`src/rtl/lin_brk_pkg.sv`:
```
package lin_brk_pkg;

    typedef enum logic [1:0] {
        ST_IDLE    = 2'd0,
        ST_MEASURE = 2'd1,
        ST_HELD    = 2'd2
    } brk_state_t;

endpackage

```
`src/rtl/lin_brk_lowtimer.sv`:
```
module lin_brk_lowtimer #(
    parameter int LIMIT = 12,
    localparam int CW = $clog2(LIMIT + 1)
) (
    input  logic          clk,
    input  logic          rst_n,
    input  logic          clr,
    input  logic          inc,
    output logic [CW-1:0] count,
    output logic          last_step
);

    localparam logic [CW-1:0] LAST = CW'(LIMIT - 1);

    always_ff @(posedge clk or negedge rst_n) begin
        if (!rst_n) begin
            count <= '0;
        end else if (clr) begin
            count <= '0;
        end else if (inc) begin
            count <= count + 1'b1;
        end
    end

    // last_step: the next increment completes the run
    always_comb begin
        last_step = (count == LAST);
    end


    cnt_restart_chk: assert property (@(posedge clk) disable iff (!rst_n)
        clr |=> (count == '0));


    cnt_bound_chk: assert property (@(posedge clk) disable iff (!rst_n)
        count < CW'(LIMIT));

endmodule

```
`src/rtl/lin_brk_fsm.sv`:
```
module lin_brk_fsm
    import lin_brk_pkg::*;
(
    input  logic clk,
    input  logic rst_n,
    input  logic async_mode,
    input  logic bit_tick,
    input  logic rxd,
    input  logic last_step,
    output logic cnt_clr,
    output logic cnt_inc,
    output logic detect
);

    brk_state_t state, state_nx;
    logic       low_tick;
    logic       high_tick;

    always_comb begin
        low_tick  = bit_tick && !rxd;
        high_tick = bit_tick && rxd;
    end

    // state register
    always_ff @(posedge clk or negedge rst_n) begin
        if (!rst_n) begin
            state <= ST_IDLE;
        end else begin
            state <= state_nx;
        end
    end

    // next state and outputs
    always_comb begin
        state_nx = state;
        cnt_clr  = 1'b0;
        cnt_inc  = 1'b0;
        detect   = 1'b0;
        if (!async_mode) begin
            state_nx = ST_IDLE;
            cnt_clr  = 1'b1;
        end else begin
            unique case (state)
                ST_IDLE: begin
                    if (low_tick) begin
                        cnt_inc  = 1'b1;
                        state_nx = ST_MEASURE;
                    end else if (high_tick) begin
                        cnt_clr = 1'b1;
                    end
                end
                ST_MEASURE: begin
                    if (high_tick) begin
                        cnt_clr  = 1'b1;
                        state_nx = ST_IDLE;
                    end else if (low_tick) begin
                        if (last_step) begin
                            detect   = 1'b1;
                            cnt_clr  = 1'b1;
                            state_nx = ST_HELD;
                        end else begin
                            cnt_inc = 1'b1;
                        end
                    end
                end
                ST_HELD: begin
                    cnt_clr = 1'b1;
                    if (high_tick) begin
                        state_nx = ST_IDLE;
                    end
                end
                default: begin
                    state_nx = ST_IDLE;
                    cnt_clr  = 1'b1;
                end
            endcase
        end
    end


    held_until_high_chk: assert property (@(posedge clk) disable iff (!rst_n)
        (state == ST_HELD && async_mode && !high_tick) |=> (state == ST_HELD));


    no_detect_in_held_chk: assert property (@(posedge clk) disable iff (!rst_n)
        (state == ST_HELD) |-> !detect);


    no_tick_stable_chk: assert property (@(posedge clk) disable iff (!rst_n)
        (!bit_tick && async_mode) |=> $stable(state));

endmodule

```
`src/rtl/lin_brk_flag.sv`:
```
module lin_brk_flag (
    input  logic clk,
    input  logic rst_n,
    input  logic detect,
    input  logic host_wr,
    input  logic host_wr_data,
    input  logic irq_en,
    output logic brk_flag,
    output logic brk_irq,
    output logic rx_flags_clr
);

    logic host_clear;

    always_comb begin
        host_clear = host_wr && host_wr_data;
    end

    always_ff @(posedge clk or negedge rst_n) begin
        if (!rst_n) begin
            brk_flag     <= 1'b0;
            rx_flags_clr <= 1'b0;
        end else begin
            rx_flags_clr <= detect;
            if (detect) begin
                brk_flag <= 1'b1;
            end else if (host_clear) begin
                brk_flag <= 1'b0;
            end
        end
    end

    always_comb begin
        brk_irq = brk_flag && irq_en;
    end


    host_clear_chk: assert property (@(posedge clk) disable iff (!rst_n)
        (host_clear && !detect) |=> !brk_flag);


    set_wins_chk: assert property (@(posedge clk) disable iff (!rst_n)
        detect |=> brk_flag);


    zero_write_keeps_chk: assert property (@(posedge clk) disable iff (!rst_n)
        (!host_clear && !detect) |=> $stable(brk_flag));

endmodule

```
`src/rtl/lin_brk_det.sv`:
```
module lin_brk_det #(
    parameter int BRK_BITS = 11,
    localparam int LIMIT = BRK_BITS + 1,
    localparam int CW = $clog2(LIMIT + 1)
) (
    input  logic clk,
    input  logic rst_n,
    input  logic rxd,
    input  logic bit_tick,
    input  logic async_mode,
    input  logic irq_en,
    input  logic host_wr,
    input  logic host_wr_data,
    output logic brk_flag,
    output logic brk_irq,
    output logic rx_flags_clr
);

    logic          cnt_clr;
    logic          cnt_inc;
    logic          last_step;
    logic          detect;
    logic [CW-1:0] low_count;

    lin_brk_lowtimer #(.LIMIT(LIMIT)) u_timer (
        .clk       (clk),
        .rst_n     (rst_n),
        .clr       (cnt_clr),
        .inc       (cnt_inc),
        .count     (low_count),
        .last_step (last_step)
    );

    lin_brk_fsm u_fsm (
        .clk        (clk),
        .rst_n      (rst_n),
        .async_mode (async_mode),
        .bit_tick   (bit_tick),
        .rxd        (rxd),
        .last_step  (last_step),
        .cnt_clr    (cnt_clr),
        .cnt_inc    (cnt_inc),
        .detect     (detect)
    );

    lin_brk_flag u_flag (
        .clk          (clk),
        .rst_n        (rst_n),
        .detect       (detect),
        .host_wr      (host_wr),
        .host_wr_data (host_wr_data),
        .irq_en       (irq_en),
        .brk_flag     (brk_flag),
        .brk_irq      (brk_irq),
        .rx_flags_clr (rx_flags_clr)
    );


    pulse_single_chk: assert property (@(posedge clk) disable iff (!rst_n)
        rx_flags_clr |=> !rx_flags_clr);


    pulse_with_flag_chk: assert property (@(posedge clk) disable iff (!rst_n)
        rx_flags_clr |-> brk_flag);


    flag_rise_pulse_chk: assert property (@(posedge clk) disable iff (!rst_n)
        $rose(brk_flag) |-> rx_flags_clr);


    irq_needs_en_chk: assert property (@(posedge clk) disable iff (!rst_n)
        brk_irq |-> (irq_en && brk_flag));


    mode_off_quiet_chk: assert property (@(posedge clk) disable iff (!rst_n)
        !async_mode |=> !rx_flags_clr);


    low_tick_needed_chk: assert property (@(posedge clk) disable iff (!rst_n)
        detect |-> (bit_tick && !rxd && low_count == CW'(LIMIT - 1)));

endmodule

```
`config.mk`:
```
export PLATFORM = sky130hd
export DESIGN_NAME = lin_brk_det
export DESIGN_NICKNAME = d
export VERILOG_FILES = /design/src/rtl/lin_brk_pkg.sv /design/src/rtl/lin_brk_lowtimer.sv /design/src/rtl/lin_brk_fsm.sv /design/src/rtl/lin_brk_flag.sv /design/src/rtl/lin_brk_det.sv
export SDC_FILE = /design/constraint.sdc
export NUM_CORES = 1
export LEC_CHECK = 0
export CORE_AREA = 3 3 40 42
export CTS_BUF_LIST = sky130_fd_sc_hd__clkbuf_8
export DETAILED_ROUTE_END_ITERATION = 12
export DIE_AREA = 0 0 43 45
export GPL_ROUTABILITY_DRIVEN = 0
export GPL_TIMING_DRIVEN = 0
export SLEW_MARGIN = 30
export SYNTH_ARGS = -nofsm -noshare
export SYNTH_HDL_FRONTEND = slang
export SYNTH_HIERARCHICAL = 1
export SYNTH_SLANG_ARGS = --single-unit
```
`constraint.sdc`:
```
create_clock -name clk -period 2.1 [get_ports clk]
set_input_delay 0.42 -clock clk [delete_from_list [all_inputs] [get_ports clk]]
set_output_delay 0.42 -clock clk [all_outputs]
set_load 0.01 [all_outputs]
```
==> metrics <==
pre-CTS setup slack -0.1346 ns; initial antenna violation count 0; Post-synth top cells 8 x dfrtp_1, 3 x and2_1, 3 x nor2_1, 3 x nor2b_1; worst-path cell chain ha_1 > and3b_1 > and2_1 > nor2b_2 > nand4_1 > mux2_4; Iter 0 DRT Violations 7; DRT Pass-1 Iters 4; Yosys cell types 21; CP required approximately 2.2 ns; Final setup viols 0; Clk Latency, worst-skew pair 0.22 ns; Final ANT Viol Nets 0; vias in the first global route 351; FFs w/ async S/R, synth 1.000; syn avg cell area between 10 and 15 um^2; area leader, netlist dfrtp_1; H-tree levels 1; Non-Filler Instances 64; Post-Syn Area about 400 um^2; total gr overflow 0; Row Count 13; post-synthesis cell count 36; Critical Path Start Type flip-flop; Final Hold Viols 0; CTS root buffer clkbuf_8; first-pass GRT wire length approximately 1400 um; Lkg Pwr between 0.2 and 0.3 nW; largest net degree at the start of global routing 9; flops & latches, synth 8; Chip Width 43 um; fin crit share 0.9171; Vias ~320; Num CTS Buffers 3; CP max stage delay ~0.41 ns; final core utilization 0.4430; final WL around 870 um; Starting Density 0.3165; Post-route DRC 0; Core Footprint between 1000 and 1500 um^2; Top FF cell, synth dfrtp_1; I/O pin count 11; dpl hpwl 705.5 um; Critical Path AT between 2 and 2.5 ns; # diodes 0; layout cells sized above 1 0.1429; Logic pwr share 0.084; fmax ~0.52 GHz; Synthesized Nets 45; post-synthesis sequential area ratio 0.4923; P_int between 200 and 300 uW; die area roughly 1900 um^2; Via density just under 5; Final #Nets 60; Clock Skew between 0.0007 and 0.0008 ns; CP Buf/Inv Count 0; Wirelength per Cell 13.56 um; status finished clean; Slew Limit Fails 0; clock power share 0.486; Synth top area share 0.4923; Least-Margin Pin Slew 0.3631 ns; Die H ~45 um; dpl cells between 60 and 70; PwrDens approximately 650 nW/um^2; Clock transition at path regs around 0.04 ns; CTS Hold Bufs 0; Syn. warnings 6; switch share 0.1938; PnR worst setup slack between 0.15 and 0.2 ns; CTS tree yes; min cycle time layout slightly below 2 ns; peak supply drop a little under 0.4 mV; crit-path max FO 5; Seq pwr share 0.429; Area contributors post-synth dfrtp_1 49%, and2_1 4.6%, nor2b_1 4.6%, mux2_4 3.7%, nand3b_1 3.7%; Rel. slew slack 0.7572; gr usage total 0.1052; count leader, synth dfrtp_1; P&R area growth vs syn 40.00%; Max Cap Viol 0; Post-CTS Setup Repair Bufs 0; RSZ-0062 raised after global routing false; P_sw between 70 and 80 uW; total negative slack 0 ns; Max Root-Sink Buffers 2; Setup CP Type reg2reg; CP endpoint kind flip-flop; Crit path max-delay family simple AND/OR/NAND/NOR gates; HP Class in2async; EDFF count, synth 0; I/O Buffers 10; Worst path slowest cell dfrtp_1; total power 370.7 uW; clock sinks 8
## per-layer routing
metal  global-route usage  wire length (um)
met1               0.1070               342
met2               0.1856               475
met3              0.04382                50
met4              0.05422                 0
met5                    0                 0
## metrics by stage
step,cell area [um^2],hold WS (ns)
after floorplan,406.6,0.1244
after global placement,525.5,0.4749
after detailed placement,525.5,0.5117
after CTS,566.8,0.4899
after global routing,569.3,0.5058
final,569.3,0.4780
## kinds of logic after synthesis
family,Yosys count,synth area share
xor+xnor,1,0.02154
flops,8,0.4923
compound gates,4,0.08307
fa+ha+maj,1,0.03076
simple gates,20,0.3108
mux,2,0.06153
## what timing repair did
action / in CTS / in global routing
hold endpoints to repair: 0 / 0
gates resized for setup: 0 / 1
setup endpoints to repair: 0 / 1
## area by class of cell
cell class | count | area [um^2]
Clock buffer | 3 | 41.29
Multi-Input combinational cell | 28 | 209.0
Tap cell | 15 | 18.77
Timing Repair Buffer | 10 | 100.1
Fill cell | 119 | 715.7
Sequential cell | 8 | 200.2
## placed cells by master, fill, tap and decap left out, drive strengths merged, types with 2 or more instances in the layout
cell / count
clkdlybuf4s50: 10
dfrtp: 8
clkbuf: 3
and2: 3
nor2: 3
nor2b: 3
nand2: 2
nand3b: 2
## worst paths after layout
path / startpoint / to / slack, ns / depth (start not counted)
worst max-delay path: u_timer/count[0] / u_timer/count[3] / 0.17 / 6
worst min-delay path: rst_n / u_timer/count[3] / 0.48 / 1
worst max register to register: u_timer/count[0] / u_timer/count[3] / 0.17 / 6
worst min register to register: u_flag/brk_flag / u_flag/brk_flag / 0.50 / 1
max in group asynchronous: rst_n / u_timer/count[1] / 1.36 / 1
min in group clk: u_flag/brk_flag / u_flag/brk_flag / 0.50 / 1
## power groups by stage
stage	sequential [mW]	clock, mW	combinational (mW)
2_1_floorplan	0.161	0	0.0114
3_3_place_gp	0.161	0	0.0293
3_5_place_dp	0.161	0	0.0311
4_1_cts	0.159	0.185	0.0314
5_1_grt	0.159	0.196	0.0345
6_report	0.159	0.180	0.0312
## sequential cells by signal (all words and copies together), names as in the netlist
name and cells:
u_timer/count 4, u_fsm/state 2, u_flag/brk_flag 1, u_flag/rx_flags_clr 1
(Power assumes the default switching activity.)
